**config.mk**
```make
export PLATFORM = sky130hd
export DESIGN_NAME = hwld_align
export DESIGN_NICKNAME = d
export VERILOG_FILES = /design/src/rtl/hwld_pkg.sv /design/src/rtl/hwld_lane_pick.sv /design/src/rtl/hwld_extend.sv /design/src/rtl/hwld_out_stage.sv /design/src/rtl/hwld_align.sv
export SDC_FILE = /design/constraint.sdc
export NUM_CORES = 1
export LEC_CHECK = 0
export ABC_AREA = 1
export BUFFER_PORTS_ARGS = -buffer_cell sky130_fd_sc_hd__clkbuf_2
export CAP_MARGIN = 25
export CELL_PAD_IN_SITES_DETAIL_PLACEMENT = 1
export CELL_PAD_IN_SITES_GLOBAL_PLACEMENT = 1
export CORE_ASPECT_RATIO = 0.75
export CORE_MARGIN = 3
export CORE_UTILIZATION = 30
export CTS_CLUSTER_SIZE = 12
export DETAILED_ROUTE_END_ITERATION = 16
export GPL_TIMING_DRIVEN = 0
export PLACE_DENSITY_LB_ADDON = 0.12
export SYNTH_ARGS = -nofsm -noshare
export SYNTH_HDL_FRONTEND = slang
export SYNTH_SLANG_ARGS = --single-unit
```
**constraint.sdc**
```tcl
create_clock -name clk -period 0.8 [get_ports clk]
set_clock_uncertainty 0.05 [all_clocks]
set_input_delay 0.16 -clock clk [delete_from_list [all_inputs] [get_ports clk]]
set_output_delay 0.16 -clock clk [all_outputs]
set_load 0.01 [all_outputs]
```
**src/rtl/hwld_pkg.sv**
```systemverilog
package hwld_pkg;
  typedef enum logic [1:0] {
    LK_RSVD  = 2'b00,
    LK_UHALF = 2'b01,
    LK_SBYTE = 2'b10,
    LK_SHALF = 2'b11
  } ld_kind_e;
endpackage

```
**src/rtl/hwld_lane_pick.sv**
```systemverilog
module hwld_lane_pick #(
  parameter int HALF_W = 16,
  localparam int BYTE_W = HALF_W / 2
) (
  input  logic [HALF_W-1:0] half_i,
  input  logic              lsb_i,
  output logic [BYTE_W-1:0] lo_byte_o,
  output logic [BYTE_W-1:0] hi_byte_o,
  output logic [BYTE_W-1:0] sel_byte_o
);
  always_comb begin
    lo_byte_o  = half_i[BYTE_W-1:0];
    hi_byte_o  = half_i[HALF_W-1:BYTE_W];
    sel_byte_o = lsb_i ? hi_byte_o : lo_byte_o;
  end
endmodule

```
**src/rtl/hwld_extend.sv**
```systemverilog
module hwld_extend
  import hwld_pkg::*;
#(
  parameter int DATA_W = 32,
  parameter int HALF_W = 16,
  localparam int BYTE_W = HALF_W / 2
) (
  input  ld_kind_e          kind_i,
  input  logic              arch_new_i,
  input  logic              lsb_i,
  input  logic [HALF_W-1:0] half_i,
  input  logic [BYTE_W-1:0] hi_byte_i,
  input  logic [BYTE_W-1:0] sel_byte_i,
  output logic [DATA_W-1:0] fmt_o
);
  logic [DATA_W-1:0] zx_half;
  logic [DATA_W-1:0] sx_half;
  logic [DATA_W-1:0] sx_hi;
  logic [DATA_W-1:0] sx_sel;
  logic              misaligned_legacy;

  always_comb begin
    zx_half = {{(DATA_W-HALF_W){1'b0}}, half_i};
    sx_half = {{(DATA_W-HALF_W){half_i[HALF_W-1]}}, half_i};
    sx_hi   = {{(DATA_W-BYTE_W){hi_byte_i[BYTE_W-1]}}, hi_byte_i};
    sx_sel  = {{(DATA_W-BYTE_W){sel_byte_i[BYTE_W-1]}}, sel_byte_i};
    misaligned_legacy = lsb_i && !arch_new_i;
  end

  always_comb begin
    unique case (kind_i)
      LK_UHALF: fmt_o = misaligned_legacy ?
                        {zx_half[BYTE_W-1:0], zx_half[DATA_W-1:BYTE_W]} : zx_half;
      LK_SBYTE: fmt_o = sx_sel;
      LK_SHALF: fmt_o = misaligned_legacy ? sx_hi : sx_half;
      default:  fmt_o = '0;
    endcase
  end
endmodule

```
**src/rtl/hwld_out_stage.sv**
```systemverilog
module hwld_out_stage #(
  parameter int DATA_W  = 32,
  parameter bit REG_OUT = 1'b1
) (
  input  logic              clk,
  input  logic              rst_n,
  input  logic              vld_i,
  input  logic [DATA_W-1:0] data_i,
  output logic              vld_o,
  output logic [DATA_W-1:0] data_o
);
  generate
    if (REG_OUT) begin : g_reg
      logic [DATA_W-1:0] data_d, data_q;
      logic              vld_q;

      always_comb begin
        data_d = vld_i ? data_i : data_q;
      end

      always_ff @(posedge clk or negedge rst_n) begin
        if (!rst_n) begin
          data_q <= '0;
          vld_q  <= 1'b0;
        end else begin
          data_q <= data_d;
          vld_q  <= vld_i;
        end
      end

      assign data_o = data_q;
      assign vld_o  = vld_q;


      capture_chk: assert property (@(posedge clk) disable iff (!rst_n)
        vld_i |=> (data_o == $past(data_i)) && vld_o);

      hold_chk: assert property (@(posedge clk) disable iff (!rst_n)
        !vld_i |=> $stable(data_o) && !vld_o);
    end else begin : g_comb
      assign data_o = data_i;
      assign vld_o  = vld_i;
    end
  endgenerate
endmodule

```
**src/rtl/hwld_align.sv**
```systemverilog
module hwld_align
  import hwld_pkg::*;
#(
  parameter int DATA_W  = 32,
  parameter int HALF_W  = 16,
  parameter bit REG_OUT = 1'b1,
  localparam int BYTE_W = HALF_W / 2
) (
  input  logic              clk,
  input  logic              rst_n,
  input  logic              ld_valid,
  input  logic [1:0]        ld_kind,
  input  logic              arch_new,
  input  logic              addr_lsb,
  input  logic [HALF_W-1:0] mem_half,
  output logic              wb_valid,
  output logic [DATA_W-1:0] wb_data
);
  ld_kind_e          kind;
  logic [BYTE_W-1:0] lo_byte, hi_byte, sel_byte;
  logic [DATA_W-1:0] fmt;

  assign kind = ld_kind_e'(ld_kind);

  hwld_lane_pick #(.HALF_W(HALF_W)) u_pick (
    .half_i     (mem_half),
    .lsb_i      (addr_lsb),
    .lo_byte_o  (lo_byte),
    .hi_byte_o  (hi_byte),
    .sel_byte_o (sel_byte)
  );

  hwld_extend #(.DATA_W(DATA_W), .HALF_W(HALF_W)) u_ext (
    .kind_i     (kind),
    .arch_new_i (arch_new),
    .lsb_i      (addr_lsb),
    .half_i     (mem_half),
    .hi_byte_i  (hi_byte),
    .sel_byte_i (sel_byte),
    .fmt_o      (fmt)
  );

  hwld_out_stage #(.DATA_W(DATA_W), .REG_OUT(REG_OUT)) u_out (
    .clk    (clk),
    .rst_n  (rst_n),
    .vld_i  (ld_valid),
    .data_i (fmt),
    .vld_o  (wb_valid),
    .data_o (wb_data)
  );


  illegal_kind_chk: assert property (@(posedge clk) disable iff (!rst_n)
    ld_valid |-> (ld_kind != 2'b00));

  sbyte_lane_chk: assert property (@(posedge clk) disable iff (!rst_n)
    (ld_valid && ld_kind == 2'b10) |->
      (fmt[BYTE_W-1:0] == (addr_lsb ? mem_half[HALF_W-1:BYTE_W] : mem_half[BYTE_W-1:0])));

  new_uhalf_chk: assert property (@(posedge clk) disable iff (!rst_n)
    (ld_valid && arch_new && ld_kind == 2'b01) |->
      (fmt == {{(DATA_W-HALF_W){1'b0}}, mem_half}));

  new_shalf_chk: assert property (@(posedge clk) disable iff (!rst_n)
    (ld_valid && arch_new && ld_kind == 2'b11) |->
      (fmt[HALF_W-1:0] == mem_half && fmt[DATA_W-1] == mem_half[HALF_W-1]));

  legacy_odd_shalf_chk: assert property (@(posedge clk) disable iff (!rst_n)
    (ld_valid && !arch_new && addr_lsb && ld_kind == 2'b11) |->
      (fmt[BYTE_W-1:0] == mem_half[HALF_W-1:BYTE_W] && fmt[DATA_W-1] == mem_half[HALF_W-1]));
endmodule

```
==> flow_summary_export.csv, run 1 <==
group,metric,value,unit
layout,fillers,644,
critical_path,worstReg2RegEnd,"u_out.data_o[23]",
synthesis,synth_top_area_share,40.7,%
layout,layout_common_cells,"nand2_1 (83), clkbuf_2 (42), nor2_1 (34), buf_6 (33), dfrtp_1 (25)",
critical_path,crit_cells,2,
layout,layout.cells.non_filler,383,
die,std_cell_rows,22,
clock_network,clkLatencyLatePin,0.27,ns
sta,rsz0062_at_grt,"yes",
pwr,power_density,1580,nW/um2
synthesis,synth_cells,229,
clock_network,htree_levels,1,
critical_path,cp_max_fo,9,
synthesis,avgSynthCellArea,6.99,um2
clock_network,cts_buffer_depth,2,
sta,setup_slack,-0.451,ns
sta,finalCritPeriodShare,156,%
layout,antenna_cells,0,
sta,fmax,800,MHz
sta,maxSlewHeadroom,55.3,%
global_routing,grt_pass1_vias,1707,
drt,drtIter0Drc,50,
synthesis,synth_simple_gate_area_share,46.6,%
synthesis,synth_top_cell_by_area,"dfrtp_1",
drt,drc,0,
clock_network,holdBufCountCts,1,
layout,area_growth,59.3,%
synthesis,synth_seq_cells,26,
layout,fin_util,50.9,%
critical_path,timing.rr.start,"u_out.data_o[23]",
sta,holdWs,-0.156,ns
synthesis,synthTopCellsByArea,"dfrtp_1 (41%), nand2_1 (24%), nor2_1 (8.2%)",
critical_path,cpLargestDelayFamily,"flip-flops",
placement,dp.cells,355,
synthesis,synth-adder-area-share,0,%
drt,drt_wl_total,5.15,mm
die,die_y,69.3,um
die,start_util,31.9,%
clock_network,clk_pin_slew,0.10,ns
pwr,p_total,4.02,mW
critical_path,ff2ff_path_depth,2,
critical_path,cp.required,0.59,ns
critical_path,cp-endpoint,"wb_data[20]",
synthesis,yosys.area_share.xor_xnor,0,%
critical_path,criticalPathCategory,"reg -> out",
layout,stdcell_area,2550,um2
critical_path,startpoint,"u_out.data_o[23]",
synthesis,syn-num-nets,252,
clock_network,cts_root_buffer,"clkbuf_8",
placement,globalplace.congestion,0.760,
synthesis,muxShareOfSynthArea,0,%
synthesis,synthDistinctLibCells,17,
critical_path,r2r_slack,-0.03,ns
hold_path,hold_path_class,"in -> async",
critical_path,slowest_delay,0.51,ns
global_routing,grt_max_degree,27,
placement,dpl_cell_area,2010,um2
layout,mostFrequentLayoutCell,"nand2_1",
layout,drive_above_1_share,45.0,%
critical_path,cpMostUsedCell,"buf_6",
global_routing,overflow,0,
synthesis,yosys_warnings,0,
outcome,status,"finished with violations",
critical_path,worstPathArrival,1.04,ns
pwr,ir_worst_vdd,0.701,mV
clock_network,cts_sinks,26,
pwr,leakage,1.45,nW
sta,finalHoldViolations,26,
global_routing,antenna_found_initial,0,
sta,worst_pin_slew,0.671,ns
layout,seq_area,652,um2
placement,dpl.hpwl,3.53,mm
drt,vias,1670,
die,die-area,6260,um2
synthesis,syn_area,1600,um2
outcome,violations,"hold timing, setup timing",
die,core-area,5010,um2
synthesis,synth_compound_area_share,0,%
sta,fin_crit,1.25,ns
placement,portBuffers,54,
drt,antenna_left,0,
clock_network,cts_tree,"yes",
sta,setup_viol,38,
synthesis,synth_top_family_by_area,"simple AND/OR/NAND/NOR gates",
layout,multi_input_area,905,um2
die,fp.dieW,90.3,um
die,io_pins,56,
global_routing,grt_pass1_wl,8.00,mm
global_routing,track_usage,15.6,%
clock_network,numCtsBuffers,3,
drt,drtPass1Iterations,6,
critical_path,cpMaxStageDelayCell,"dfrtp_2",
critical_path,crit_path_start_kind,"register",
critical_path,critical_path_buf_inv_count,2,
synthesis,seq_area_frac_synth,40.7,%
drt,viasPerCell,4.36,
critical_path,endpoint_kind,"output port",
critical_path,path_cells,"buf_6 -> buf_6",
drt,wl_per_cell,13.4,um
layout,nets,335,
job,maxCapViolations,0,
sta,slew_violations,0,
[logic make-up after synthesis]
kind of cell  count (synthesis)
buf+inv                      34
flops                        26
simple gates                169
[per-layer routing]
metal	routed length (um)	track usage [%]
met3	250	4.23
met1	2520	21.8
met5	0	0
met4	8	2.04
met2	2370	24.9
[registers in the layout, summed over array words and instances (netlist names)]
name / cells
u_out.vld_o: 1
u_out.data_o: 25
[metrics by stage]
step	setup slack, ns	TNS (ns)
floorplan	-0.120	-2.26
global placement	-0.406	-9.18
detailed placement	-0.424	-9.44
CTS	-0.455	-9.03
global route	-0.487	-10.52
finish	-0.451	-8.88
[how the worst min path moves through the flow]
stage | startpoint | endpoint | slack, ns | depth (start not counted)
final | rst_n | u_out.data_o[29] | -0.16 | 1
after global routing | rst_n | u_out.data_o[29] | -0.11 | 1
after CTS | rst_n | u_out.data_o[25] | -0.12 | 1
after detailed placement | rst_n | u_out.data_o[25] | 0.19 | 1
after global placement | rst_n | u_out.data_o[26] | 0.18 | 1
after floorplan | rst_n | u_out.data_o[0] | -0.19 | 0
[synth_stat cells]
| cell | instances |
|---|---|
| buf_6 | 3 |
| inv_2 | 2 |
| clkbuf_8 | 1 |
| nand2_1 | 101 |
| nor2_4 | 3 |
| buf_4 | 10 |
| dfrtp_1 | 26 |
| inv_1 | 16 |
| nor3_1 | 1 |
| nand3_4 | 2 |
| buf_2 | 1 |
| nand2_4 | 3 |
| nor2_1 | 35 |
| inv_6 | 1 |
| nand3_1 | 22 |
| nand3b_2 | 1 |
| nand2_2 | 1 |
[layout make-up]
cell class / count / area share [%]
sequential: 26 / 25.6
clock inverter: 1 / 1.18
timing repair buffer: 77 / 21.9
tap: 72 / 3.53
multi-input combinational: 170 / 35.5
clock buffer: 3 / 1.62
buffer: 15 / 7.21
inverter: 19 / 3.48
[what timing repair did]
action,CTS,global route
endpoints found under the setup margin,53,57
pin swaps,2,13
hold endpoints to repair,27,26
setup buffers,12,13
cloned,0,2
resized for setup,14,60
[where the power goes]
group	internal (mW)	switching, mW	total (mW)
clock network	0.671	0.453	1.12
logic	0.669	0.666	1.34
registers	1.46	0.101	1.56
No activity file was read; power rests on OpenSTA's default activity.
==> inputs of run 2 (changes only) <==
--- a/config.mk
+++ b/config.mk
@@ -19,4 +19,5 @@
 export PLACE_DENSITY_LB_ADDON = 0.12
 export SYNTH_ARGS = -nofsm -noshare
 export SYNTH_HDL_FRONTEND = slang
+export SYNTH_HIERARCHICAL = 1
 export SYNTH_SLANG_ARGS = --single-unit
==> flow_summary_export.csv, run 2 <==
group,metric,value,unit
critical_path,crit_path_start_kind,"register",
global_routing,grt_max_degree,34,
layout,nets,462,
clock_network,cts_buffer_depth,2,
synthesis,yosys_warnings,6,
clock_network,htree_levels,2,
outcome,violations,"hold timing, setup timing",
pwr,p_total,5.39,mW
critical_path,cpLargestDelayFamily,"flip-flops",
sta,finalHoldViolations,33,
die,die-area,8690,um2
placement,dpl.hpwl,5.11,mm
drt,antenna_left,0,
critical_path,cp.required,0.59,ns
die,fp.dieW,107,um
sta,slew_violations,0,
critical_path,criticalPathCategory,"reg -> out",
global_routing,overflow,0,
layout,area_growth,75.2,%
drt,wl_met1,4.18,mm
clock_network,cts_root_buffer,"clkbuf_8",
drt,viasPerCell,4.77,
clock_network,clk_pin_slew,0.09,ns
global_routing,track_usage,21.2,%
drt,topRoutingLayerUsed,"met4",
die,start_util,32.1,%
pwr,ir_worst_vdd,0.643,mV
layout,fillers,878,
critical_path,slowest_delay,0.40,ns
layout,largest_reg_flops,32,
sta,setup_slack,-0.254,ns
clock_network,clkLatencyLatePin,0.29,ns
drt,drtPass1Iterations,4,
sta,fin_crit,1.05,ns
placement,dp.cells,476,
critical_path,cp_max_fo,2,
placement,globalplace.congestion,0.839,
clock_network,holdBufCountCts,1,
job,maxCapViolations,0,
critical_path,worstPathArrival,0.84,ns
layout,mostFrequentLayoutCell,"nand2_1",
layout,layout.cells.non_filler,538,
clock_network,numCtsBuffers,5,
sta,final.setup.tns,-11.76,ns
placement,portBuffers,55,
sta,worst_pin_slew,0.895,ns
pwr,power_density,1350,nW/um2
drt,vias,2566,
synthesis,syn_area,2280,um2
layout,layout_common_cells,"nand2_1 (97), clkbuf_2 (51), nand2_2 (47), nand3_2 (46), buf_4 (39)",
global_routing,grt_pass1_vias,2652,
global_routing,antenna_found_initial,0,
die,io_pins,56,
sta,fmax,949,MHz
critical_path,cpMaxStageDelayCell,"dfrtp_1",
die,die_y,81.5,um
critical_path,endpoint_kind,"output port",
global_routing,grt_pass1_wl,14.1,mm
placement,dpl_cell_area,2810,um2
layout,antenna_cells,0,
drt,drtIter0Drc,112,
sta,rsz0062_at_grt,"yes",
placement,dp_worst_setup_slack,-0.803,ns
layout,drive_above_1_share,63.6,%
critical_path,critical_path_buf_inv_count,1,
layout,stdcell_area,4000,um2
drt,wl_met2,4.86,mm
critical_path,path_cells,"clkbuf_2",
clock_network,cts_sinks,33,
hold_path,hold_path_class,"in -> async",
die,std_cell_rows,26,
sta,maxSlewHeadroom,40.3,%
drt,drc,0,
drt,wl_per_cell,18.1,um
drt,wl_met3,480,um
sta,setup_viol,65,
die,core-area,7090,um2
synthesis,avgSynthCellArea,7.06,um2
outcome,status,"finished with violations",
pwr,leakage,2.28,nW
synthesis,synth_cells,323,
sta,finalCritPeriodShare,132,%
sta,holdWs,-0.0938,ns
clock_network,cts_tree,"yes",
synthesis,syn-num-nets,346,
drt,drt_wl_total,9.74,mm
## run 2: metrics by stage
stage / hold WS (ns) / util, %
final: -0.0938 / 56.3
after floorplan: -0.186 / -
after global routing: -0.0416 / 56.3
after detailed placement: 0.256 / 39.7
after global placement: 0.252 / 39.7
after CTS: -0.0284 / 51.8
## run 2: routing by layer
metal,GRT usage [%],vias up
li1,-,1207
met4,4.85,0
met2,37.3,81
met3,5.03,23
met5,0,-
met1,26.8,1255
## run 2: path summary, 6_finish.rpt
check	from	end	slack, ns	cells after the start
min reg2reg	u_out/data_o[25]	u_out/data_o[25]	0.44	2
min	rst_n	u_out/data_o[4]	-0.09	1
max reg2reg	u_out/data_o[22]	u_out/data_o[22]	-0.11	4
max in group asynchronous	rst_n	u_out/data_o[11]	0.22	1
min in group clk	mem_half[4]	u_out/data_o[28]	0.16	5
max	u_out/data_o[26]	wb_data[26]	-0.25	1
## run 2: final cells by class
class / count / area (um2) / area share, %
Timing Repair Buffer: 109 / 872 / 21.8
Multi-Input combinational cell: 232 / 1610 / 40.3
Inverter: 31 / 154 / 3.85
Tap cell: 98 / 123 / 3.07
Buffer: 27 / 325 / 8.14
Sequential cell: 33 / 826 / 20.7
Clock buffer: 5 / 68.8 / 1.72
Clock inverter: 3 / 17.5 / 0.438
## run 2: repair_timing
action / CTS / global route
resized for setup: 92 / 63
setup endpoints to repair: 65 / 65
pin swaps: 61 / 43
buffers inserted: 37 / 20
gates cloned: 1 / 0
endpoints found under the hold margin: 34 / 24
## run 2: power breakdown
| group | switching, mW | internal (mW) | leakage (nW) |
|---|---|---|---|
| clock | 0.746 | 0.602 | 0.0439 |
| combinational | 1.10 | 0.990 | 1.81 |
| sequential | 0.105 | 1.85 | 0.425 |
| total | 1.95 | 3.44 | 2.28 |
==> inputs of run 3 (changes only) <==
--- a/config.mk
+++ b/config.mk
@@ -17,6 +17,7 @@
 export DETAILED_ROUTE_END_ITERATION = 16
 export GPL_TIMING_DRIVEN = 0
 export PLACE_DENSITY_LB_ADDON = 0.12
+export SKIP_LAST_GASP = 1
 export SYNTH_ARGS = -nofsm -noshare
 export SYNTH_HDL_FRONTEND = slang
 export SYNTH_HIERARCHICAL = 1
==> flow_summary_export.csv, run 3 (synthesis results as in run 2) <==
group,metric,value,unit
outcome,status,"finished with violations",
outcome,violations,"hold timing, setup timing",
clock_network,htree_levels,2,
critical_path,worstPathArrival,0.86,ns
layout,layout_common_cells,"nand2_1 (97), clkbuf_2 (51), nand2_2 (49), nand3_2 (44), buf_4 (44)",
sta,finalCritPeriodShare,133,%
drt,antenna_left,0,
clock_network,cts_root_buffer,"clkbuf_8",
critical_path,path_cells,"clkbuf_2",
die,core-area,7090,um2
layout,fin_util,56.5,%
die,fp.dieW,107,um
die,die_y,81.5,um
drt,wl_per_cell,17.6,um
critical_path,crit_path_start_kind,"register",
sta,setup_slack,-0.266,ns
global_routing,grt_max_degree,34,
drt,drtPass1Iterations,4,
clock_network,cts_tree,"yes",
pwr,power_density,1340,nW/um2
pwr,power.share.clock,25.1,%
die,die-area,8690,um2
clock_network,cts_buffer_depth,2,
drt,drtIter0Drc,117,
critical_path,cpLargestDelayFamily,"flip-flops",
drt,viasPerCell,4.70,
critical_path,cp_max_fo,2,
critical_path,slowest_delay,0.41,ns
critical_path,criticalPathCategory,"reg -> out",
critical_path,cp.required,0.59,ns
drt,vias,2548,
pwr,swShare,36.1,%
global_routing,overflow,0,
pwr,switching_power,1.94,mW
pwr,leakage,2.28,nW
pwr,power_frac_comb,38.6,%
critical_path,endpoint_kind,"output port",
clock_network,numCtsBuffers,5,
placement,dpl.hpwl,5.11,mm
sta,slew_violations,0,
layout,drive_above_1_share,63.5,%
drt,drc,0,
drt,drt_wl_total,9.55,mm
pwr,p_total,5.39,mW
sta,fmax,938,MHz
global_routing,grt_pass1_wl,14.1,mm
pwr,seqPwrFrac,36.2,%
global_routing,antenna_found_initial,0,
placement,portBuffers,55,
placement,globalplace.congestion,0.839,
job,maxCapViolations,0,
sta,rsz0062_at_grt,"yes",
pwr,ir_worst_vdd,0.604,mV
sta,setup_viol,65,
layout,largest_reg_flops,32,
critical_path,critical_path_buf_inv_count,1,
layout,antenna_cells,0,
hold_path,hold_path_class,"in -> async",
sta,maxSlewHeadroom,39.8,%
pwr,p_int,3.44,mW
clock_network,holdBufCountCts,1,
critical_path,cpMaxStageDelayCell,"dfrtp_1",
layout,mostFrequentLayoutCell,"nand2_1",
global_routing,track_usage,21.2,%
clock_network,clk_pin_slew,0.09,ns
clock_network,clkLatencyLatePin,0.30,ns
clock_network,cts_sinks,33,
die,io_pins,56,
global_routing,grt_pass1_vias,2655,
sta,worst_pin_slew,0.904,ns
die,start_util,32.1,%
die,std_cell_rows,26,
layout,area_growth,75.7,%
layout,nets,466,
sta,holdWs,-0.0794,ns
placement,dp_worst_setup_slack,-0.803,ns
sta,finalHoldViolations,33,
sta,fin_crit,1.07,ns
==> run 3: cell types whose count changed in the layout (fill, tap and decap cells not counted), sizes merged <==
cell | before | now
clkinv | 4 | 5
buf | 78 | 82
inv | 29 | 28
==> run 3: cell type report <==
| class | count | area [um2] |
|---|---|---|
| fillers | 875 | 3090 |
| multi-input cells | 232 | 1590 |
| repair buffers | 113 | 897 |
| flip-flops and latches | 33 | 826 |
| plain buffers | 27 | 325 |
| inverters | 31 | 159 |
| well taps | 98 | 123 |
| clock buffers | 5 | 68.8 |
| clock inverters | 3 | 17.5 |
==> run 3: power by group through the flow <==
stage               clock, mW  sequential [mW]  combinational, mW
floorplan                   0             2.07              0.737
global placement            0             1.99               1.30
detailed placement          0             1.99               1.32
CTS                      1.37             1.95               1.79
global route             1.47             1.98               2.25
finish                   1.35             1.95               2.08
==> run 3: final timing paths <==
kind / cells past startpoint / end / slack [ns] / start
max: 1 / wb_data[31] / -0.27 / u_out/data_o[31]
min: 1 / u_out/data_o[31] / -0.08 / rst_n
max reg2reg: 4 / u_out/data_o[22] / -0.11 / u_out/data_o[22]
min reg2reg: 2 / u_out/data_o[16] / 0.44 / u_out/data_o[16]
max in group asynchronous: 1 / u_out/data_o[17] / 0.21 / rst_n
min in group clk: 5 / u_out/data_o[29] / 0.15 / mem_half[5]
==> run 3: what timing repair did <==
action                                  in CTS  in global routing
buffers inserted                            37                 24
endpoints found under the setup margin      65                 65
gates cloned                                 1                  0
gates resized for setup                     88                 66
pin swaps                                   59                 42
hold endpoints to repair                    34                 24
==> run 3: metrics by stage <==
| step | instance area [um2] | std cells | hold WS, ns | TNS (ns) |
|---|---|---|---|---|
| 2_1_floorplan | 2410 | 323 | -0.186 | -5.48 |
| 3_3_place_gp | 2810 | 476 | 0.252 | -25.70 |
| 3_5_place_dp | 2810 | 476 | 0.256 | -27.87 |
| 4_1_cts | 3660 | 523 | -0.0284 | -10.02 |
| 5_1_grt | 4010 | 542 | -0.0176 | -13.99 |
| 6_report | 4010 | 542 | -0.0794 | -11.96 |
==> run 3: metal layers <==
| metal | vias to the layer above | share of wire (%) | GRT usage [%] |
|---|---|---|---|
| met5 | - | 0 | 0 |
| met1 | 1234 | 42 | 26.4 |
| met3 | 14 | 5.2 | 4.95 |
| li1 | 1216 | - | - |
| met2 | 84 | 51 | 37.7 |
| met4 | 0 | 1.5 | 4.73 |
